--- config.mk ---
export PLATFORM = sky130hd
export DESIGN_NAME = nor_cmd_seq
export DESIGN_NICKNAME = d
export VERILOG_FILES = /design/src/rtl/nor_seq_pkg.sv /design/src/rtl/nor_bit_engine.sv /design/src/rtl/nor_req_check.sv /design/src/rtl/nor_frame_plan.sv /design/src/rtl/nor_cmd_seq.sv
export SDC_FILE = /design/constraint.sdc
export NUM_CORES = 1
export LEC_CHECK = 0
export ABC_AREA = 1
export BUFFER_PORTS_ARGS = -buffer_cell sky130_fd_sc_hd__buf_2
export CORE_MARGIN = 4
export CORE_UTILIZATION = 55
export CTS_CLUSTER_SIZE = 8
export DETAILED_ROUTE_END_ITERATION = 8
export PLACE_DENSITY_LB_ADDON = 0.25
export SETUP_SLACK_MARGIN = 0.1
export SLEW_MARGIN = 20
export SYNTH_ARGS = -nofsm -noshare
export SYNTH_HDL_FRONTEND = slang
export SYNTH_HIERARCHICAL = 1
export SYNTH_SLANG_ARGS = --single-unit
--- constraint.sdc ---
create_clock -name clk -period 8.6 [get_ports clk]
set_clock_uncertainty 0.15 [all_clocks]
set_input_delay 0.43 -clock clk [delete_from_list [all_inputs] [get_ports clk]]
set_output_delay 0.43 -clock clk [all_outputs]
set_load 0.02 [all_outputs]
--- src/rtl/nor_seq_pkg.sv ---
package nor_seq_pkg;

   localparam int ADDR_W     = 24;
   localparam int PAGE_BYTES = 256;

   typedef enum logic [3:0] {
      K_READ    = 4'd0,
      K_FAST    = 4'd1,
      K_PROG    = 4'd2,
      K_ER4K    = 4'd3,
      K_ER32K   = 4'd4,
      K_ER64K   = 4'd5,
      K_ERCHIP  = 4'd6,
      K_STATUS  = 4'd7,
      K_IDENT   = 4'd8,
      K_SLEEP   = 4'd9,
      K_WAKE    = 4'd10,
      K_RESET   = 4'd11,
      K_WRAP    = 4'd12,
      K_WR_DIS  = 4'd13
   } nor_kind_e;

   typedef enum logic [1:0] {
      PH_PRE,
      PH_MAIN,
      PH_POLL
   } nor_phase_e;

   typedef enum logic [2:0] {
      S_IDLE,
      S_CHK,
      S_GAP,
      S_LOAD,
      S_WAIT,
      S_END
   } nor_state_e;

   localparam logic [7:0] OP_WR_EN    = 8'h06;
   localparam logic [7:0] OP_WR_DIS   = 8'h04;
   localparam logic [7:0] OP_STAT     = 8'h05;
   localparam logic [7:0] OP_RD       = 8'h03;
   localparam logic [7:0] OP_RD_FAST  = 8'h0B;
   localparam logic [7:0] OP_PROG     = 8'h02;
   localparam logic [7:0] OP_ER4K     = 8'h20;
   localparam logic [7:0] OP_ER32K    = 8'h52;
   localparam logic [7:0] OP_ER64K    = 8'hD8;
   localparam logic [7:0] OP_ERCHIP_A = 8'h60;
   localparam logic [7:0] OP_ERCHIP_B = 8'hC7;
   localparam logic [7:0] OP_SLEEP    = 8'hB9;
   localparam logic [7:0] OP_WAKE     = 8'hAB;
   localparam logic [7:0] OP_IDENT    = 8'h9F;
   localparam logic [7:0] OP_RST_ARM  = 8'h66;
   localparam logic [7:0] OP_RST_GO   = 8'h99;
   localparam logic [7:0] OP_WRAP_SET = 8'h77;

   function automatic logic kind_alters_array(nor_kind_e k);
      return (k == K_PROG) || (k == K_ER4K) || (k == K_ER32K) ||
             (k == K_ER64K) || (k == K_ERCHIP);
   endfunction

   function automatic logic kind_has_len(nor_kind_e k);
      return (k == K_READ) || (k == K_FAST) || (k == K_PROG);
   endfunction

endpackage

--- src/rtl/nor_bit_engine.sv ---
module nor_bit_engine #(
   parameter int DIV_HALF = 2
) (
   input  logic       clk,
   input  logic       rst_n,
   input  logic       start,
   input  logic [7:0] tx_byte,
   input  logic       miso,
   output logic       sclk,
   output logic       mosi,
   output logic       done,
   output logic [7:0] rx_byte
);

   localparam int CW = (DIV_HALF > 1) ? $clog2(DIV_HALF) : 1;

   logic          active;
   logic [CW-1:0] cnt;
   logic [2:0]    bitn;
   logic [7:0]    sreg;
   logic          tick;

   assign tick = active && (cnt == CW'(DIV_HALF - 1));

   always_ff @(posedge clk or negedge rst_n) begin
      if (!rst_n) begin
         active  <= 1'b0;
         cnt     <= '0;
         bitn    <= '0;
         sreg    <= '0;
         sclk    <= 1'b0;
         mosi    <= 1'b0;
         done    <= 1'b0;
         rx_byte <= '0;
      end else begin
         done <= 1'b0;
         if (start) begin
            active <= 1'b1;
            cnt    <= '0;
            bitn   <= '0;
            sreg   <= tx_byte;
            mosi   <= tx_byte[7];
            sclk   <= 1'b0;
         end else if (active) begin
            cnt <= tick ? '0 : cnt + 1'b1;
            if (tick) begin
               if (!sclk) begin
                  sclk    <= 1'b1;
                  rx_byte <= {rx_byte[6:0], miso};
               end else begin
                  sclk <= 1'b0;
                  if (bitn == 3'd7) begin
                     active <= 1'b0;
                     done   <= 1'b1;
                  end else begin
                     bitn <= bitn + 1'b1;
                     mosi <= sreg[6];
                     sreg <= {sreg[6:0], 1'b0};
                  end
               end
            end
         end
      end
   end

endmodule

--- src/rtl/nor_req_check.sv ---
module nor_req_check
   import nor_seq_pkg::*;
#(
   parameter int LEN_W = 9
) (
   input  nor_kind_e        kind,
   input  logic [7:0]       addr_lo,
   input  logic [LEN_W-1:0] len,
   output logic             bad
);

   logic [LEN_W:0] end_pos;
   logic           len_zero;
   logic           past_page;

   assign end_pos   = (LEN_W+1)'(addr_lo) + (LEN_W+1)'(len);
   assign len_zero  = (len == '0);
   assign past_page = end_pos > (LEN_W+1)'(PAGE_BYTES);

   always_comb begin
      bad = 1'b0;
      if (kind_has_len(kind) && len_zero)
         bad = 1'b1;
      if ((kind == K_PROG) && past_page)
         bad = 1'b1;
   end

endmodule

--- src/rtl/nor_frame_plan.sv ---
module nor_frame_plan
   import nor_seq_pkg::*;
#(
   parameter int LEN_W          = 9,
   parameter bit CHIP_ERASE_ALT = 1'b0,
   localparam int IDX_W         = LEN_W + 1
) (
   input  nor_kind_e         kind,
   input  nor_phase_e        phase,
   input  logic [IDX_W-1:0]  idx,
   input  logic [ADDR_W-1:0] addr,
   input  logic [LEN_W-1:0]  len,
   input  logic [1:0]        wrap,
   input  logic [7:0]        wr_data,
   output logic [7:0]        tx_byte,
   output logic              last,
   output logic              rx_slot,
   output logic              wr_take,
   output logic              needs_pre,
   output logic              needs_poll
);

   logic [7:0]       chip_op;
   logic [7:0]       op;
   logic [2:0]       hdr;
   logic [LEN_W-1:0] dlen;
   logic             rx_kind;
   logic             in_data;
   logic [IDX_W-1:0] total;

   generate
      if (CHIP_ERASE_ALT) begin : g_chip_a
         assign chip_op = OP_ERCHIP_A;
      end else begin : g_chip_b
         assign chip_op = OP_ERCHIP_B;
      end
   endgenerate

   assign needs_pre  = kind_alters_array(kind) || (kind == K_RESET);
   assign needs_poll = kind_alters_array(kind);

   always_comb begin
      op      = OP_WR_EN;
      hdr     = 3'd1;
      dlen    = '0;
      rx_kind = 1'b0;
      case (phase)
         PH_PRE:  op = (kind == K_RESET) ? OP_RST_ARM : OP_WR_EN;
         PH_POLL: begin
            op      = OP_STAT;
            dlen    = LEN_W'(1);
            rx_kind = 1'b1;
         end
         default: begin
            case (kind)
               K_READ:   begin op = OP_RD;      hdr = 3'd4; dlen = len; rx_kind = 1'b1; end
               K_FAST:   begin op = OP_RD_FAST; hdr = 3'd5; dlen = len; rx_kind = 1'b1; end
               K_PROG:   begin op = OP_PROG;    hdr = 3'd4; dlen = len; end
               K_ER4K:   begin op = OP_ER4K;    hdr = 3'd4; end
               K_ER32K:  begin op = OP_ER32K;   hdr = 3'd4; end
               K_ER64K:  begin op = OP_ER64K;   hdr = 3'd4; end
               K_ERCHIP: op = chip_op;
               K_STATUS: begin op = OP_STAT;  dlen = LEN_W'(1); rx_kind = 1'b1; end
               K_IDENT:  begin op = OP_IDENT; dlen = LEN_W'(3); rx_kind = 1'b1; end
               K_SLEEP:  op = OP_SLEEP;
               K_WAKE:   op = OP_WAKE;
               K_RESET:  op = OP_RST_GO;
               K_WRAP:   begin op = OP_WRAP_SET; hdr = 3'd5; end
               default:  op = OP_WR_DIS;
            endcase
         end
      endcase
   end

   assign total   = IDX_W'(hdr) + IDX_W'(dlen);
   assign last    = (idx == total - 1'b1);
   assign in_data = (idx >= IDX_W'(hdr));
   assign rx_slot = in_data && rx_kind;
   assign wr_take = in_data && (phase == PH_MAIN) && (kind == K_PROG);

   always_comb begin
      tx_byte = 8'h00;
      if (idx == '0)
         tx_byte = op;
      else if (!in_data) begin
         if (kind != K_WRAP) begin
            case (idx[2:0])
               3'd1:    tx_byte = addr[23:16];
               3'd2:    tx_byte = addr[15:8];
               3'd3:    tx_byte = addr[7:0];
               default: tx_byte = 8'h00;
            endcase
         end else if (idx[2:0] == 3'd4)
            tx_byte = {1'b0, wrap, 5'b00000};
      end else if (wr_take)
         tx_byte = wr_data;
   end

endmodule

--- src/rtl/nor_cmd_seq.sv ---
module nor_cmd_seq
   import nor_seq_pkg::*;
#(
   parameter int DIV_HALF       = 2,
   parameter int CS_HIGH        = 3,
   parameter int LEN_W          = 9,
   parameter bit CHIP_ERASE_ALT = 1'b0
) (
   input  logic             clk,
   input  logic             rst_n,
   input  logic             req_valid,
   output logic             req_ready,
   input  logic [3:0]       req_kind,
   input  logic [23:0]      req_addr,
   input  logic [LEN_W-1:0] req_len,
   input  logic [1:0]       req_wrap,
   input  logic [7:0]       wr_data,
   output logic             wr_ready,
   output logic [7:0]       rd_data,
   output logic             rd_valid,
   output logic             done,
   output logic             err,
   output logic             spi_cs_n,
   output logic             spi_sclk,
   output logic             spi_mosi,
   input  logic             spi_miso
);

   localparam int IDX_W = LEN_W + 1;
   localparam int GW    = $clog2(CS_HIGH + 1);

   generate
      if (DIV_HALF < 1) begin : g_bad_div
         $error("DIV_HALF must be at least 1");
      end
      if ((CS_HIGH < 1) || (CS_HIGH > 200)) begin : g_bad_gap
         $error("CS_HIGH must lie in 1..200");
      end
      if (LEN_W < 9) begin : g_bad_len
         $error("LEN_W must hold a full page count");
      end
   endgenerate

   nor_state_e        state;
   nor_phase_e        phase;
   nor_kind_e         kind_q;
   logic [ADDR_W-1:0] addr_q;
   logic [LEN_W-1:0]  len_q;
   logic [1:0]        wrap_q;
   logic [IDX_W-1:0]  idx;
   logic [GW-1:0]     gap;
   logic              stat_busy;

   logic              bad;
   logic [7:0]        tx_byte;
   logic              last;
   logic              rx_slot;
   logic              wr_take;
   logic              needs_pre;
   logic              needs_poll;
   logic              eng_start;
   logic              eng_done;
   logic [7:0]        eng_rx;

   assign req_ready = (state == S_IDLE);
   assign eng_start = (state == S_LOAD);
   assign wr_ready  = eng_start && wr_take;

   nor_req_check #(.LEN_W(LEN_W)) u_check (
      .kind    (kind_q),
      .addr_lo (addr_q[7:0]),
      .len     (len_q),
      .bad     (bad)
   );

   nor_frame_plan #(.LEN_W(LEN_W), .CHIP_ERASE_ALT(CHIP_ERASE_ALT)) u_plan (
      .kind       (kind_q),
      .phase      (phase),
      .idx        (idx),
      .addr       (addr_q),
      .len        (len_q),
      .wrap       (wrap_q),
      .wr_data    (wr_data),
      .tx_byte    (tx_byte),
      .last       (last),
      .rx_slot    (rx_slot),
      .wr_take    (wr_take),
      .needs_pre  (needs_pre),
      .needs_poll (needs_poll)
   );

   nor_bit_engine #(.DIV_HALF(DIV_HALF)) u_engine (
      .clk     (clk),
      .rst_n   (rst_n),
      .start   (eng_start),
      .tx_byte (tx_byte),
      .miso    (spi_miso),
      .sclk    (spi_sclk),
      .mosi    (spi_mosi),
      .done    (eng_done),
      .rx_byte (eng_rx)
   );

   always_ff @(posedge clk or negedge rst_n) begin
      if (!rst_n) begin
         state     <= S_IDLE;
         phase     <= PH_MAIN;
         kind_q    <= K_READ;
         addr_q    <= '0;
         len_q     <= '0;
         wrap_q    <= '0;
         idx       <= '0;
         gap       <= '0;
         stat_busy <= 1'b0;
         spi_cs_n  <= 1'b1;
         rd_data   <= '0;
         rd_valid  <= 1'b0;
         done      <= 1'b0;
         err       <= 1'b0;
      end else begin
         done     <= 1'b0;
         err      <= 1'b0;
         rd_valid <= 1'b0;
         case (state)
            S_IDLE: begin
               if (req_valid) begin
                  kind_q <= nor_kind_e'(req_kind);
                  addr_q <= req_addr;
                  len_q  <= req_len;
                  wrap_q <= req_wrap;
                  state  <= S_CHK;
               end
            end
            S_CHK: begin
               if (bad) begin
                  err   <= 1'b1;
                  state <= S_IDLE;
               end else begin
                  phase <= needs_pre ? PH_PRE : PH_MAIN;
                  gap   <= '0;
                  state <= S_GAP;
               end
            end
            S_GAP: begin
               if (gap == GW'(CS_HIGH - 1)) begin
                  spi_cs_n <= 1'b0;
                  idx      <= '0;
                  state    <= S_LOAD;
               end else
                  gap <= gap + 1'b1;
            end
            S_LOAD: state <= S_WAIT;
            S_WAIT: begin
               if (eng_done) begin
                  if (rx_slot) begin
                     if (phase == PH_POLL)
                        stat_busy <= eng_rx[0];
                     else begin
                        rd_data  <= eng_rx;
                        rd_valid <= 1'b1;
                     end
                  end
                  if (last)
                     state <= S_END;
                  else begin
                     idx   <= idx + 1'b1;
                     state <= S_LOAD;
                  end
               end
            end
            default: begin
               spi_cs_n <= 1'b1;
               gap      <= '0;
               if (phase == PH_PRE) begin
                  phase <= PH_MAIN;
                  state <= S_GAP;
               end else if ((phase == PH_MAIN) && needs_poll) begin
                  phase <= PH_POLL;
                  state <= S_GAP;
               end else if ((phase == PH_POLL) && stat_busy)
                  state <= S_GAP;
               else begin
                  done  <= 1'b1;
                  state <= S_IDLE;
               end
            end
         endcase
      end
   end

endmodule

==> run summary <==
The run finished with clean final reports. The count of filler cells inserted in the layout is 1078, and the diode insertion count for antenna repair is 0. After the first detailed-routing iteration, the DRC count stood at 504. Area share of the largest cell type after synthesis: 0.367. The worst setup path is captured at a register. The standard-cell row count was 38. Total wirelength of the detailed-routed design: 14500 µm. For the full die area, the log shows 12900 µm². TritonCTS built the clock tree. The final estimated routing congestion in global placement was 0.906; the overall die height was 114 µm.

Across the run, the number of max-cap violations was 0. The tools report the largest net degree at the start of global routing as 57. The worst-case register-to-register setup slack is 4.44 ns. The slowest stage of the critical path is the dfrtp_1 cell. Share of synthesized flip-flops with an asynchronous set or reset: 1.00.

Path type of the worst min-delay path: in -> reg. The share of layout cells above drive strength 1 works out to 0.134. The final critical-path share of the clock period came out at 0.483.

After clock tree synthesis, the setup repair step added 0 buffers. Slew at the pin with the worst max-slew slack: 0.958 ns. Setup violations remaining at the end of the flow were counted as 0.

Summing every instance area after synthesis gives 6130 µm². The tools report the normalized max-slew margin as 0.357. Via count of the first global-routing pass: 5407.

The number of buffer and inverter instances along the worst setup path is 5, and the number of hold-slack violations in the final timing report is 0. The longest clock path from root to sink contains 2 buffers. The tools report the residual overflow from global routing as 0. In this run the critical register-to-register path is captured at idx[4]$_DFFE_PN0P_. The critical path is of the reg -> reg type. Clock tree synthesis inserted a total of 9 buffers.

The share of the yosys chip area belonging to registers was 0.376. In this run the horizontal extent of the chip is 114 µm. Number of antenna violations at the first check in global routing: 0.

For the worst setup path, the data required time is 8.75 ns. The detail-routed via count per cell was 5.26. For the total negative setup slack, the log shows 0 ns. The tools report the via total after detailed routing as 5728. The worst register-to-register path has a depth of 28. The tools report the worst slack on hold paths as 0.132 ns. The run gives 0.235 as the overall track demand over capacity in global routing. The kind of cell with the highest combined delay along the critical path is simple AND/OR/NAND/NOR gates. The peak per-stage delay on the critical path was 0.56 ns; the leakage power figure was 3.75 nW. The post-CTS clock slew at the launch and capture registers of the worst setup and hold paths came out at 0.11 ns. Dividing the detail-routed wire length by the instance count gives 13.3 µm. CTS sink count: 92. In the synthesized netlist the dominant register cell turns out to be dfrtp_1.

The number of enable-type register cells in the synthesized netlist was 0; the post-layout net count was 1018. The number of cells on the critical path is 28, and the later-pin clock latency in the skew report is 0.37 ns. The buffer cell driving the clock tree root is clkbuf_8.

Yosys instantiated no cell more often than nand2_1. The number of buffers added on ports was 66. Most used cell along the critical path: nand2_1. Based on the critical path, the design can be clocked at up to 0.241 GHz.

In this run the worst path has a maximum fanout of 13. Total iterations of the first detailed-routing run: 6. Synthesis produced a netlist whose cell count is 884. Synthesis inferred 92 register bits. The layout overhead on the synthesized area was 9.96%; the worst hold path depth was 3. Source of the worst register-to-register timing path: kind_q[3]$_DFFE_PN0P_. The library cell occupying the most area in the post-synthesis netlist is dfrtp_1. The shortest clock period the worst path allows after layout was 4.16 ns; the synthesized netlist net count was 959. The logs give 0 for the number of pins exceeding their max-slew limit in the final report and 10900 µm for the post-DP HPWL. The mean instance size in the synthesized netlist is 6.94 µm², and the H-tree depth is 3.

After synthesis, the netlist uses 49 different library cells. Setup repair after global routing left no endpoint under its margin. Ranked by instance count, the synthesized netlist is headed by 320 x nand2_1, 110 x nand3_1, 97 x inv_1. The element type at the critical path start was a register.

Once detail routing completed, the nets flagged for antenna violations numbered 0. The number of primary I/O pins was 67. For this run, design rule violations remaining after detail routing come to 0. The worst hold path startpoint was spi_miso.

By area the synthesized netlist is led by dfrtp_1 37%, nand2_1 20%, nand3_1 9.0%, inv_1 5.9%, ha_1 4.5%. The first global-routing pass estimated 24800 µm of wire. Yosys printed 6 warnings. The worst hold path terminates at u_engine/rx_byte[0]$_DFFE_PN0P_.

The total power density per cell area was 113 nW/µm²; the core area was 10900 µm². The tools report the data arrival at the endpoint of the critical path as 4.31 ns. The logs give 0.563 for the initial core utilization and 92.1 µV for the maximum vdd ir drop.
worst reg2reg max path, delay by kind of cell, from the launching register on:
family,cells,cell delay [ns]
and+or+nand+nor,17,1.70
DFF,1,0.56
adders and majority gates,2,0.65
buffers and inverters,5,0.55
AOI/OAI and AO/OA,4,0.49
flip-flops by register name, summed over array words and instances (netlist names), 2 cells and up:
register and cells:
idx 10, u_engine/rx_byte 8, kind_q 4, addr_q 24
u_engine/bitn 3, u_engine/sreg 7, gap 2, len_q 9
rd_data 8, state 3, phase 2, wrap_q 2
repair_timing:
action / CTS / global route
hold buffers: 1 / 0
hold endpoints to repair: 36 / 0
resized for setup: 0 / 0
setup endpoints to repair: 0 / 0
cell families (layout without fill, tap and decap cells):
family,after synthesis,count (layout),synth area share
AOI/OAI and AO/OA,87,87,0.0840
and+or+nand+nor,541,541,0.387
buffers and inverters,130,194,0.0875
xor gates and xnor gates,10,10,0.0143
DFF,92,92,0.376
adders and majority gates,24,24,0.0514
worst max-delay path by stage:
stage / startpoint / end / slack [ns]
finish: kind_q[3]$_DFFE_PN0P_ / idx[4]$_DFFE_PN0P_ / 4.44
global route: kind_q[3]$_DFFE_PN0P_ / idx[1]$_DFFE_PN0P_ / 3.95
CTS: kind_q[3]$_DFFE_PN0P_ / idx[4]$_DFFE_PN0P_ / 4.50
detailed placement: kind_q[1]$_DFFE_PN0P_ / idx[4]$_DFFE_PN0P_ / 4.60
global placement: kind_q[1]$_DFFE_PN0P_ / idx[5]$_DFFE_PN0P_ / 4.71
floorplan: kind_q[1]$_DFFE_PN0P_ / idx[5]$_DFFE_PN0P_ / 4.99
layout make-up:
cell class	count	area (µm²)	area share
clock buffer	9	124	0.0184
tap	140	175	0.0260
sequential	92	2300	0.342
inverter	109	409	0.0607
timing repair buffer	69	358	0.0531
multi-input combinational	662	3290	0.488
clock inverter	7	81.3	0.0121
routing by layer:
layer  up-vias  GRT usage  routed length, µm
met2       175      0.378               6550
met3        20     0.0366                899
met4         0     0.0641                201
li1       2961          -                  -
met5         -          0                  0
met1      2572      0.333               6860
placed cells by master, fill, tap and decap left out, types with 5 or more instances in the layout:
cell,instances
xnor2_1,6
nor2_1,59
nand3b_1,5
clkbuf_8,9
nor2_2,5
inv_1,97
dfrtp_1,90
buf_2,65
ha_1,22
nand4_1,10
nand3_1,110
nor3_1,5
inv_2,10
o21ai_1,5
a21oi_1,19
o21ai_0,36
nand2_2,11
nand2_1,320
report_power, final:
group          internal, mW  leakage [nW]  switching, mW
clock network         0.116         0.103          0.182
logic               0.00950          2.42         0.0159
registers             0.434          1.23        0.00147
through the flow:
step	area [µm²]	cells	power [mW]	setup WS, ns	utilization
floorplan	6130	884	0.448	4.99	-
global placement	6530	1071	0.469	4.71	0.600
detailed placement	6530	1071	0.470	4.60	0.600
CTS	6740	1088	0.767	4.50	0.619
global route	6740	1088	0.790	3.95	0.619
finish	6740	1088	0.759	4.44	0.619
(Power assumes the default switching activity.)
